**config.mk**
```make
export PLATFORM = sky130hd
export DESIGN_NAME = voq_switch
export DESIGN_NICKNAME = d
export VERILOG_FILES = /design/src/rtl/voq_pkg.sv /design/src/rtl/voq_fifo.sv /design/src/rtl/voq_rr_arbiter.sv /design/src/rtl/voq_scheduler.sv /design/src/rtl/voq_switch.sv
export SDC_FILE = /design/constraint.sdc
export NUM_CORES = 1
export LEC_CHECK = 0
export BUFFER_PORTS_ARGS = -buffer_cell sky130_fd_sc_hd__buf_2
export CELL_PAD_IN_SITES_DETAIL_PLACEMENT = 0
export CELL_PAD_IN_SITES_GLOBAL_PLACEMENT = 1
export CORE_MARGIN = 2
export CORE_UTILIZATION = 27
export CTS_CLUSTER_SIZE = 12
export DETAILED_ROUTE_END_ITERATION = 7
export PLACE_DENSITY = 0.46
export SETUP_SLACK_MARGIN = 0.1
export SLEW_MARGIN = 20
export SYNTH_ARGS = -nofsm -noshare
export SYNTH_HDL_FRONTEND = slang
export SYNTH_SLANG_ARGS = --single-unit
```
**constraint.sdc**
```tcl
create_clock -name clk -period 6.52 [get_ports clk]
set_clock_uncertainty 0.15 [all_clocks]
set_input_delay 0.652 -clock clk [delete_from_list [all_inputs] [get_ports clk]]
set_output_delay 0.652 -clock clk [all_outputs]
set_load 0.05 [all_outputs]
```
**src/rtl/voq_pkg.sv**
```systemverilog
package voq_pkg;
    localparam int DEF_PORTS = 4;
    localparam int DEF_DEPTH = 4;
    localparam int DEF_WIDTH = 16;

    function automatic int idx_bits(input int n);
        return (n > 1) ? $clog2(n) : 1;
    endfunction
endpackage

```
**src/rtl/voq_fifo.sv**
```systemverilog
module voq_fifo #(
    parameter int WIDTH = voq_pkg::DEF_WIDTH,
    parameter int DEPTH = voq_pkg::DEF_DEPTH
) (
    input  logic             clk,
    input  logic             rst_n,
    input  logic             push,
    input  logic [WIDTH-1:0] din,
    input  logic             pop,
    output logic [WIDTH-1:0] dout,
    output logic             empty,
    output logic             full
);
    localparam int AW = voq_pkg::idx_bits(DEPTH);

    logic [WIDTH-1:0] mem [DEPTH];
    logic [AW:0]      wr_ptr, rd_ptr;

    always_ff @(posedge clk) begin
        if (!rst_n) begin
            wr_ptr <= '0;
            rd_ptr <= '0;
        end else begin
            if (push) wr_ptr <= wr_ptr + 1'b1;
            if (pop)  rd_ptr <= rd_ptr + 1'b1;
        end
    end

    always_ff @(posedge clk) begin
        if (push) mem[wr_ptr[AW-1:0]] <= din;
    end

    always_comb begin
        dout  = mem[rd_ptr[AW-1:0]];
        empty = (wr_ptr == rd_ptr);
        full  = (wr_ptr[AW] != rd_ptr[AW]) && (wr_ptr[AW-1:0] == rd_ptr[AW-1:0]);
    end

    // the input side never writes into a queue that is already full
    a_r2_no_overflow: assert property (@(posedge clk) disable iff (!rst_n)
        push |-> !full);
    // the scheduler never drains a queue that is empty
    a_r7_no_underflow: assert property (@(posedge clk) disable iff (!rst_n)
        pop |-> !empty);
endmodule

```
**src/rtl/voq_rr_arbiter.sv**
```systemverilog
module voq_rr_arbiter #(
    parameter int N = voq_pkg::DEF_PORTS,
    localparam int IW = voq_pkg::idx_bits(N)
) (
    input  logic [N-1:0]  req,
    input  logic [IW-1:0] ptr,
    output logic [N-1:0]  gnt
);
    logic          found;
    logic [IW-1:0] idx;

    always_comb begin
        gnt   = '0;
        found = 1'b0;
        idx   = '0;
        for (int k = 0; k < N; k++) begin
            idx = IW'((int'(ptr) + k) % N);
            if (!found && req[idx]) begin
                gnt[idx] = 1'b1;
                found    = 1'b1;
            end
        end
    end
endmodule

```
**src/rtl/voq_scheduler.sv**
```systemverilog
module voq_scheduler #(
    parameter int N = voq_pkg::DEF_PORTS,
    localparam int IW = voq_pkg::idx_bits(N)
) (
    input  logic           clk,
    input  logic           rst_n,
    input  logic [N*N-1:0] req,
    input  logic [N-1:0]   out_ready,
    output logic [N*N-1:0] match
);
    logic [IW-1:0] grant_ptr  [N];
    logic [IW-1:0] accept_ptr [N];
    logic [N-1:0]  col_req    [N];
    logic [N-1:0]  col_gnt    [N];
    logic [N-1:0]  row_gnt    [N];
    logic [N-1:0]  row_acc    [N];
    logic [N-1:0]  col_match  [N];

    always_comb begin
        for (int j = 0; j < N; j++)
            for (int i = 0; i < N; i++)
                col_req[j][i] = req[i*N+j] && out_ready[j];
    end

    for (genvar j = 0; j < N; j++) begin : g_grant
        voq_rr_arbiter #(.N(N)) u_grant (
            .req(col_req[j]), .ptr(grant_ptr[j]), .gnt(col_gnt[j]));
    end

    always_comb begin
        for (int i = 0; i < N; i++)
            for (int j = 0; j < N; j++)
                row_gnt[i][j] = col_gnt[j][i];
    end

    for (genvar i = 0; i < N; i++) begin : g_accept
        voq_rr_arbiter #(.N(N)) u_accept (
            .req(row_gnt[i]), .ptr(accept_ptr[i]), .gnt(row_acc[i]));
    end

    always_comb begin
        for (int i = 0; i < N; i++)
            for (int j = 0; j < N; j++) begin
                match[i*N+j]    = row_acc[i][j];
                col_match[j][i] = row_acc[i][j];
            end
    end

    always_ff @(posedge clk) begin
        if (!rst_n) begin
            for (int k = 0; k < N; k++) begin
                grant_ptr[k]  <= '0;
                accept_ptr[k] <= '0;
            end
        end else begin
            for (int i = 0; i < N; i++)
                for (int j = 0; j < N; j++)
                    if (row_acc[i][j]) begin
                        grant_ptr[j]  <= IW'((i + 1) % N);
                        accept_ptr[i] <= IW'((j + 1) % N);
                    end
        end
    end

    for (genvar k = 0; k < N; k++) begin : g_chk
        // one frame per input per cycle
        a_r4_input_single: assert property (@(posedge clk) disable iff (!rst_n)
            $onehot0(row_acc[k]));
        // one frame per output per cycle
        a_r4_output_single: assert property (@(posedge clk) disable iff (!rst_n)
            $onehot0(col_match[k]));
        // no match towards an output that is not ready
        a_r5_match_ready: assert property (@(posedge clk) disable iff (!rst_n)
            (|col_match[k]) |-> out_ready[k]);
    end
endmodule

```
**src/rtl/voq_switch.sv**
```systemverilog
module voq_switch #(
    parameter int N_PORTS = voq_pkg::DEF_PORTS,
    parameter int DEPTH   = voq_pkg::DEF_DEPTH,
    parameter int WIDTH   = voq_pkg::DEF_WIDTH,
    localparam int IW     = voq_pkg::idx_bits(N_PORTS)
) (
    input  logic                     clk,
    input  logic                     rst_n,
    input  logic [N_PORTS-1:0]       in_valid,
    output logic [N_PORTS-1:0]       in_ready,
    input  logic [N_PORTS*WIDTH-1:0] in_data,
    input  logic [N_PORTS*IW-1:0]    in_dest,
    output logic [N_PORTS-1:0]       out_valid,
    input  logic [N_PORTS-1:0]       out_ready,
    output logic [N_PORTS*WIDTH-1:0] out_data
);
    localparam int NQ = N_PORTS * N_PORTS;

    logic [NQ-1:0]    q_push, q_pop, q_empty, q_full;
    logic [WIDTH-1:0] q_head [NQ];

    for (genvar i = 0; i < N_PORTS; i++) begin : g_in
        for (genvar j = 0; j < N_PORTS; j++) begin : g_out
            assign q_push[i*N_PORTS+j] = in_valid[i] && in_ready[i] &&
                                         (in_dest[i*IW +: IW] == IW'(j));
            voq_fifo #(.WIDTH(WIDTH), .DEPTH(DEPTH)) u_q (
                .clk  (clk),
                .rst_n(rst_n),
                .push (q_push[i*N_PORTS+j]),
                .din  (in_data[i*WIDTH +: WIDTH]),
                .pop  (q_pop[i*N_PORTS+j]),
                .dout (q_head[i*N_PORTS+j]),
                .empty(q_empty[i*N_PORTS+j]),
                .full (q_full[i*N_PORTS+j])
            );
            // an accepted frame is present in its queue on the next cycle
            a_r2_push_lands: assert property (@(posedge clk) disable iff (!rst_n)
                q_push[i*N_PORTS+j] |=> !q_empty[i*N_PORTS+j]);
        end
    end

    always_comb begin
        for (int i = 0; i < N_PORTS; i++) begin
            in_ready[i] = 1'b0;
            for (int j = 0; j < N_PORTS; j++)
                if (in_dest[i*IW +: IW] == IW'(j))
                    in_ready[i] = !q_full[i*N_PORTS+j];
        end
    end

    voq_scheduler #(.N(N_PORTS)) u_sched (
        .clk      (clk),
        .rst_n    (rst_n),
        .req      (~q_empty),
        .out_ready(out_ready),
        .match    (q_pop)
    );

    always_comb begin
        for (int j = 0; j < N_PORTS; j++) begin
            out_valid[j]             = 1'b0;
            out_data[j*WIDTH +: WIDTH] = '0;
            for (int i = 0; i < N_PORTS; i++)
                if (q_pop[i*N_PORTS+j]) begin
                    out_valid[j]               = 1'b1;
                    out_data[j*WIDTH +: WIDTH] = out_data[j*WIDTH +: WIDTH] | q_head[i*N_PORTS+j];
                end
        end
    end

    // valid follows ready on every output
    a_r5_valid_needs_ready: assert property (@(posedge clk) disable iff (!rst_n)
        (out_valid & ~out_ready) == '0);
    // the cycle after reset nothing is presented
    a_r1_idle_after_reset: assert property (@(posedge clk)
        !rst_n |=> (out_valid == '0));
endmodule

```
==> impl_results.md <==
- Share of post-route cells with drive strength above 1: 0.258
- Actual transition at the worst max-transition pin: approximately 1.1 ns
- H-Tree Depth: 4
- Register bit total from synthesis: 1168
- Leading post-synthesis cells by cell area: sky130_fd_sc_hd__edfxtp_1, sky130_fd_sc_hd__mux4_2, sky130_fd_sc_hd__dfxtp_1, sky130_fd_sc_hd__ha_1, sky130_fd_sc_hd__nand2b_1
- Initial Util: 0.272
- Clock latency of the later-clocked register in the worst-skew pair: around 0.75 ns
- Number of antenna-violating nets in the routed design: 0
- Proportion of synthesized area in mux cells: 0.135
- Count of buffers from port buffering: 153
- Clock Power Share: 0.265
- Worst reg2reg path endpoint: u_sched.accept_ptr[1][0]
- Final setup violation count: 0
- Routed wire length per instance: 28.0 um
- Post-CTS clock slew at the launch and capture registers of the worst setup and hold paths: ~0.06 ns
- FFs w/ async S/R, synth: 0
- Max VDD drop: 0.000705 V
- Height of the chip: about 430 um
- Post-synthesis adder-cell area fraction: 0.0331
- Fin crit share: 0.957
- GR Util All Layers: 0.171
- Core Region: ~0.18 mm2
- Power dissipated by switching net loads: ~0.011 W
- Synthesized area per cell: approximately 17 um2
- Worst endpoint required time: 5.72 ns
- Proportion of netlist area held by the largest area contributor: 0.622
- CTS Buf Count: 133
- CP Launch Point: u_sched.grant_ptr[0][1]
- Area occupied by multi-input gates: about 0.016 mm2
- Max-slew violation total from the final report: 0
- Vias per cell: 4.71
- DRT Pass-1 Iters: 6
- Hold Violations, Final: 0
- Fin crit period: a little over 6 ns
- Synth Instances: 2936
- Number of max-capacitance violations reported: 0
- Xor/xnor cell area share of the yosys netlist: 0.0169
- Vias in the first global route: 28400
- Number of enable-type register cells in the synthesized netlist: roughly 1000
- Reg-to-reg critical path startpoint: u_sched.grant_ptr[0][1]
- Overall routed net length: about 160000 um
- Sequential area share after synthesis: 0.676
- Signed area change from the synthesized netlist to the final layout: 18.2%
- Number of clock sinks: 1168
- Yosys synthesis warning count: 0
- Critical Path Fanout Max: 14
- Worst Path Class, Setup: reg2out
- Synth Flop Type: sky130_fd_sc_hd__edfxtp_1
- Number of buffers on the longest clock path: 3
- RSZ-0062 raised after global routing: false
- Cts-stage hold buffer count: 0
- Boundary Pins: ~150
- Gate power share: 0.418
- Sequential group share of total power: 0.317
- Compound-cell area share of the yosys netlist: 0.0289
- Global-route wire length before repair: between 200000 and 250000 um
- Total nets after synthesis: 3150
- Pin count of the biggest net entering global routing: roughly 60
- Clock tree from TritonCTS: built
- Fill cell total of the finished layout: approximately 18000
- Worst min path class: in2reg
- Max-Slew Margin vs Limit: 0.233
- Congestion Overflow GR: 0
- Post-layout nets: between 3000 and 4000
- Netlist Area Pre-Place: approximately 0.050 mm2
- Clock root buffer: sky130_fd_sc_hd__clkbuf_16
- Setup TNS Final: 0 ns
- Largest family of logic cells by synthesized area: multiplexers
- Setup slack of the worst register-to-register path: ~1.6 ns
- Cell taking the most area after synthesis: sky130_fd_sc_hd__edfxtp_1
- Hold_sp: in_data[34]
- Internal power summed over all cells: 0.0162 W
- Distinct cell type count after synthesis: between 80 and 90
- Area used by sequential logic in the layout: about 0.034 mm2
- Hold path depth: 1
- Areal power density over the cells: about 470 mW/mm2
- Simple-gate area share of the yosys netlist: 0.0922
- Global placement routability congestion: approximately 0.8
- Total number of placement rows: around 160
- Kind of end point of the critical path: primary output
- Status: complete, no violations
- Capture endpoint of the worst hold path: g_in[2].g_out[1].u_q.mem[3][2]
- Die Outline Area: around 0.19 mm2
- FMAX: between 150 and 200 MHz
- Die Wd: 434 um
- Reg2reg path depth: 16
- Number of violations reported at the end of detailed-routing iteration 0: between 2000 and 2500
- Switching part of the total power: 0.410
- Antenna violations before repair: 9
- Count of vias placed by the detailed router: ~27000
- Post-route DRC: 0
- Pleak: a little under 20 nW
- Post-layout util: 0.322
- Placed wire-length estimate: around 120000 um
- Arrival time of the worst setup path: around 5.4 ns
- Element type at the critical path start: flip-flop
[power groups by stage]
stage	logic (W)	clock network, W	registers, W
2_1_floorplan	0.00707	0	0.00867
3_3_place_gp	0.0113	0	0.00887
3_5_place_dp	0.0114	0	0.00888
4_1_cts	0.0116	0.00745	0.00872
5_1_grt	0.0122	0.00773	0.00875
6_report	0.0115	0.00727	0.00872
[synthesized netlist by cell type, drive strengths merged, types with 37 or more instances]
master	instances
nand3	38
edfxtp	1034
xor2	55
nand4	84
clkbuf	99
nand2b	257
nand2	51
dfxtp	134
nor2	135
xnor2	41
inv	90
mux2i	61
mux4	266
and2	78
a21oi	46
ha	132
buf	37
[routing by layer]
layer	up-vias	GRT usage	wire length [um]
met5	-	0	27
li1	12000	-	-
met4	4	0.0573	5390
met3	193	0.0260	5920
met1	14400	0.204	64900
met2	625	0.312	85300
[cell families (layout without fill, tap and decap cells)]
family | Yosys count | count (layout)
xor gates and xnor gates | 96 | 96
and+or+nand+nor | 797 | 797
muxes | 336 | 336
AOI/OAI and AO/OA | 180 | 180
buffers and inverters | 227 | 596
DFF | 1168 | 1168
other | 0 | 4
adders and majority gates | 132 | 132
[registers in the layout, indices dropped and copies added (netlist names), named ones only]
name,flops
g_in.g_out.u_q.mem,1024
g_in.g_out.u_q.wr_ptr,48
u_sched.grant_ptr,8
u_sched.accept_ptr,8
g_in.g_out.u_q.rd_ptr,48
[area by class of cell]
class | count | share of cell area
Multi-Input combinational cell | 1541 | 0.265
Inverter | 91 | 0.00590
Sequential cell | 1168 | 0.572
Clock buffer | 170 | 0.0591
Timing Repair Buffer | 274 | 0.0327
Clock inverter | 61 | 0.0121
Tap cell | 2464 | 0.0523
Antenna cell | 4 | 0.000170
[metrics by stage]
step                      cells  worst slack (ns)  total power (W)  instance area (um2)  hold slack (ns)
final                      5773             0.282           0.0275                59000            0.133
after global routing       5769            0.0982           0.0286                59000           0.0946
after CTS                  5753             0.102           0.0278                58600           0.0728
after detailed placement   5514             0.391           0.0203                54100            0.340
after global placement     5508             0.228           0.0202                54000            0.328
after floorplan            2936              1.31           0.0157                49900            0.320
[critical path, stage by stage, from the launching register on]
cell and delay [ns]:
sky130_fd_sc_hd__dfxtp_2 0.41, sky130_fd_sc_hd__inv_1 0.14, sky130_fd_sc_hd__ha_2 0.43, sky130_fd_sc_hd__or4b_2 0.66
sky130_fd_sc_hd__o21ai_2 0.15, sky130_fd_sc_hd__o22ai_1 0.11, sky130_fd_sc_hd__mux2i_1 0.28, sky130_fd_sc_hd__nand3_2 0.19
sky130_fd_sc_hd__or3_1 0.43, sky130_fd_sc_hd__nor4_1 0.28, sky130_fd_sc_hd__a2bb2oi_2 0.27, sky130_fd_sc_hd__buf_4 0.20
sky130_fd_sc_hd__a221oi_4 0.07, sky130_fd_sc_hd__buf_12 0.15, sky130_fd_sc_hd__buf_4 0.20, sky130_fd_sc_hd__nand2b_1 0.25
sky130_fd_sc_hd__nand4_1 0.16, sky130_fd_sc_hd__buf_2 0.29
[cell usage in the layout, fill, tap and decap left out, types with 35 or more instances in the layout]
cell and count:
sky130_fd_sc_hd__nor2_1 134, sky130_fd_sc_hd__nand2_1 50, sky130_fd_sc_hd__mux4_2 266, sky130_fd_sc_hd__nand2b_1 242, sky130_fd_sc_hd__dfxtp_1 120, sky130_fd_sc_hd__mux2i_1 60, sky130_fd_sc_hd__buf_2 147, sky130_fd_sc_hd__nand3_1 36
sky130_fd_sc_hd__ha_1 129, sky130_fd_sc_hd__clkbuf_1 35, sky130_fd_sc_hd__xor2_1 48, sky130_fd_sc_hd__inv_1 89, sky130_fd_sc_hd__a21oi_1 42, sky130_fd_sc_hd__and2_1 52, sky130_fd_sc_hd__buf_4 102, sky130_fd_sc_hd__nand4_1 84
sky130_fd_sc_hd__edfxtp_1 1034, sky130_fd_sc_hd__clkbuf_16 134, sky130_fd_sc_hd__xnor2_1 39
[repair_timing]
item	in CTS	in global routing
pin swaps	7	12
resized for setup	42	41
gates cloned	0	1
endpoints found under the hold margin	0	0
buffers inserted	8	13
setup endpoints to repair	68	68
[how the worst max path moves through the flow]
stage                   end  slack [ns]
6_report       out_data[11]        0.28
3_3_place_gp   out_data[31]        0.23
2_1_floorplan  out_data[18]        1.31
3_5_place_dp   out_valid[2]        0.39
4_1_cts        out_data[20]        0.10
5_1_grt        out_data[40]         0.1
Note: power is estimated with default switching activity, not from simulation.
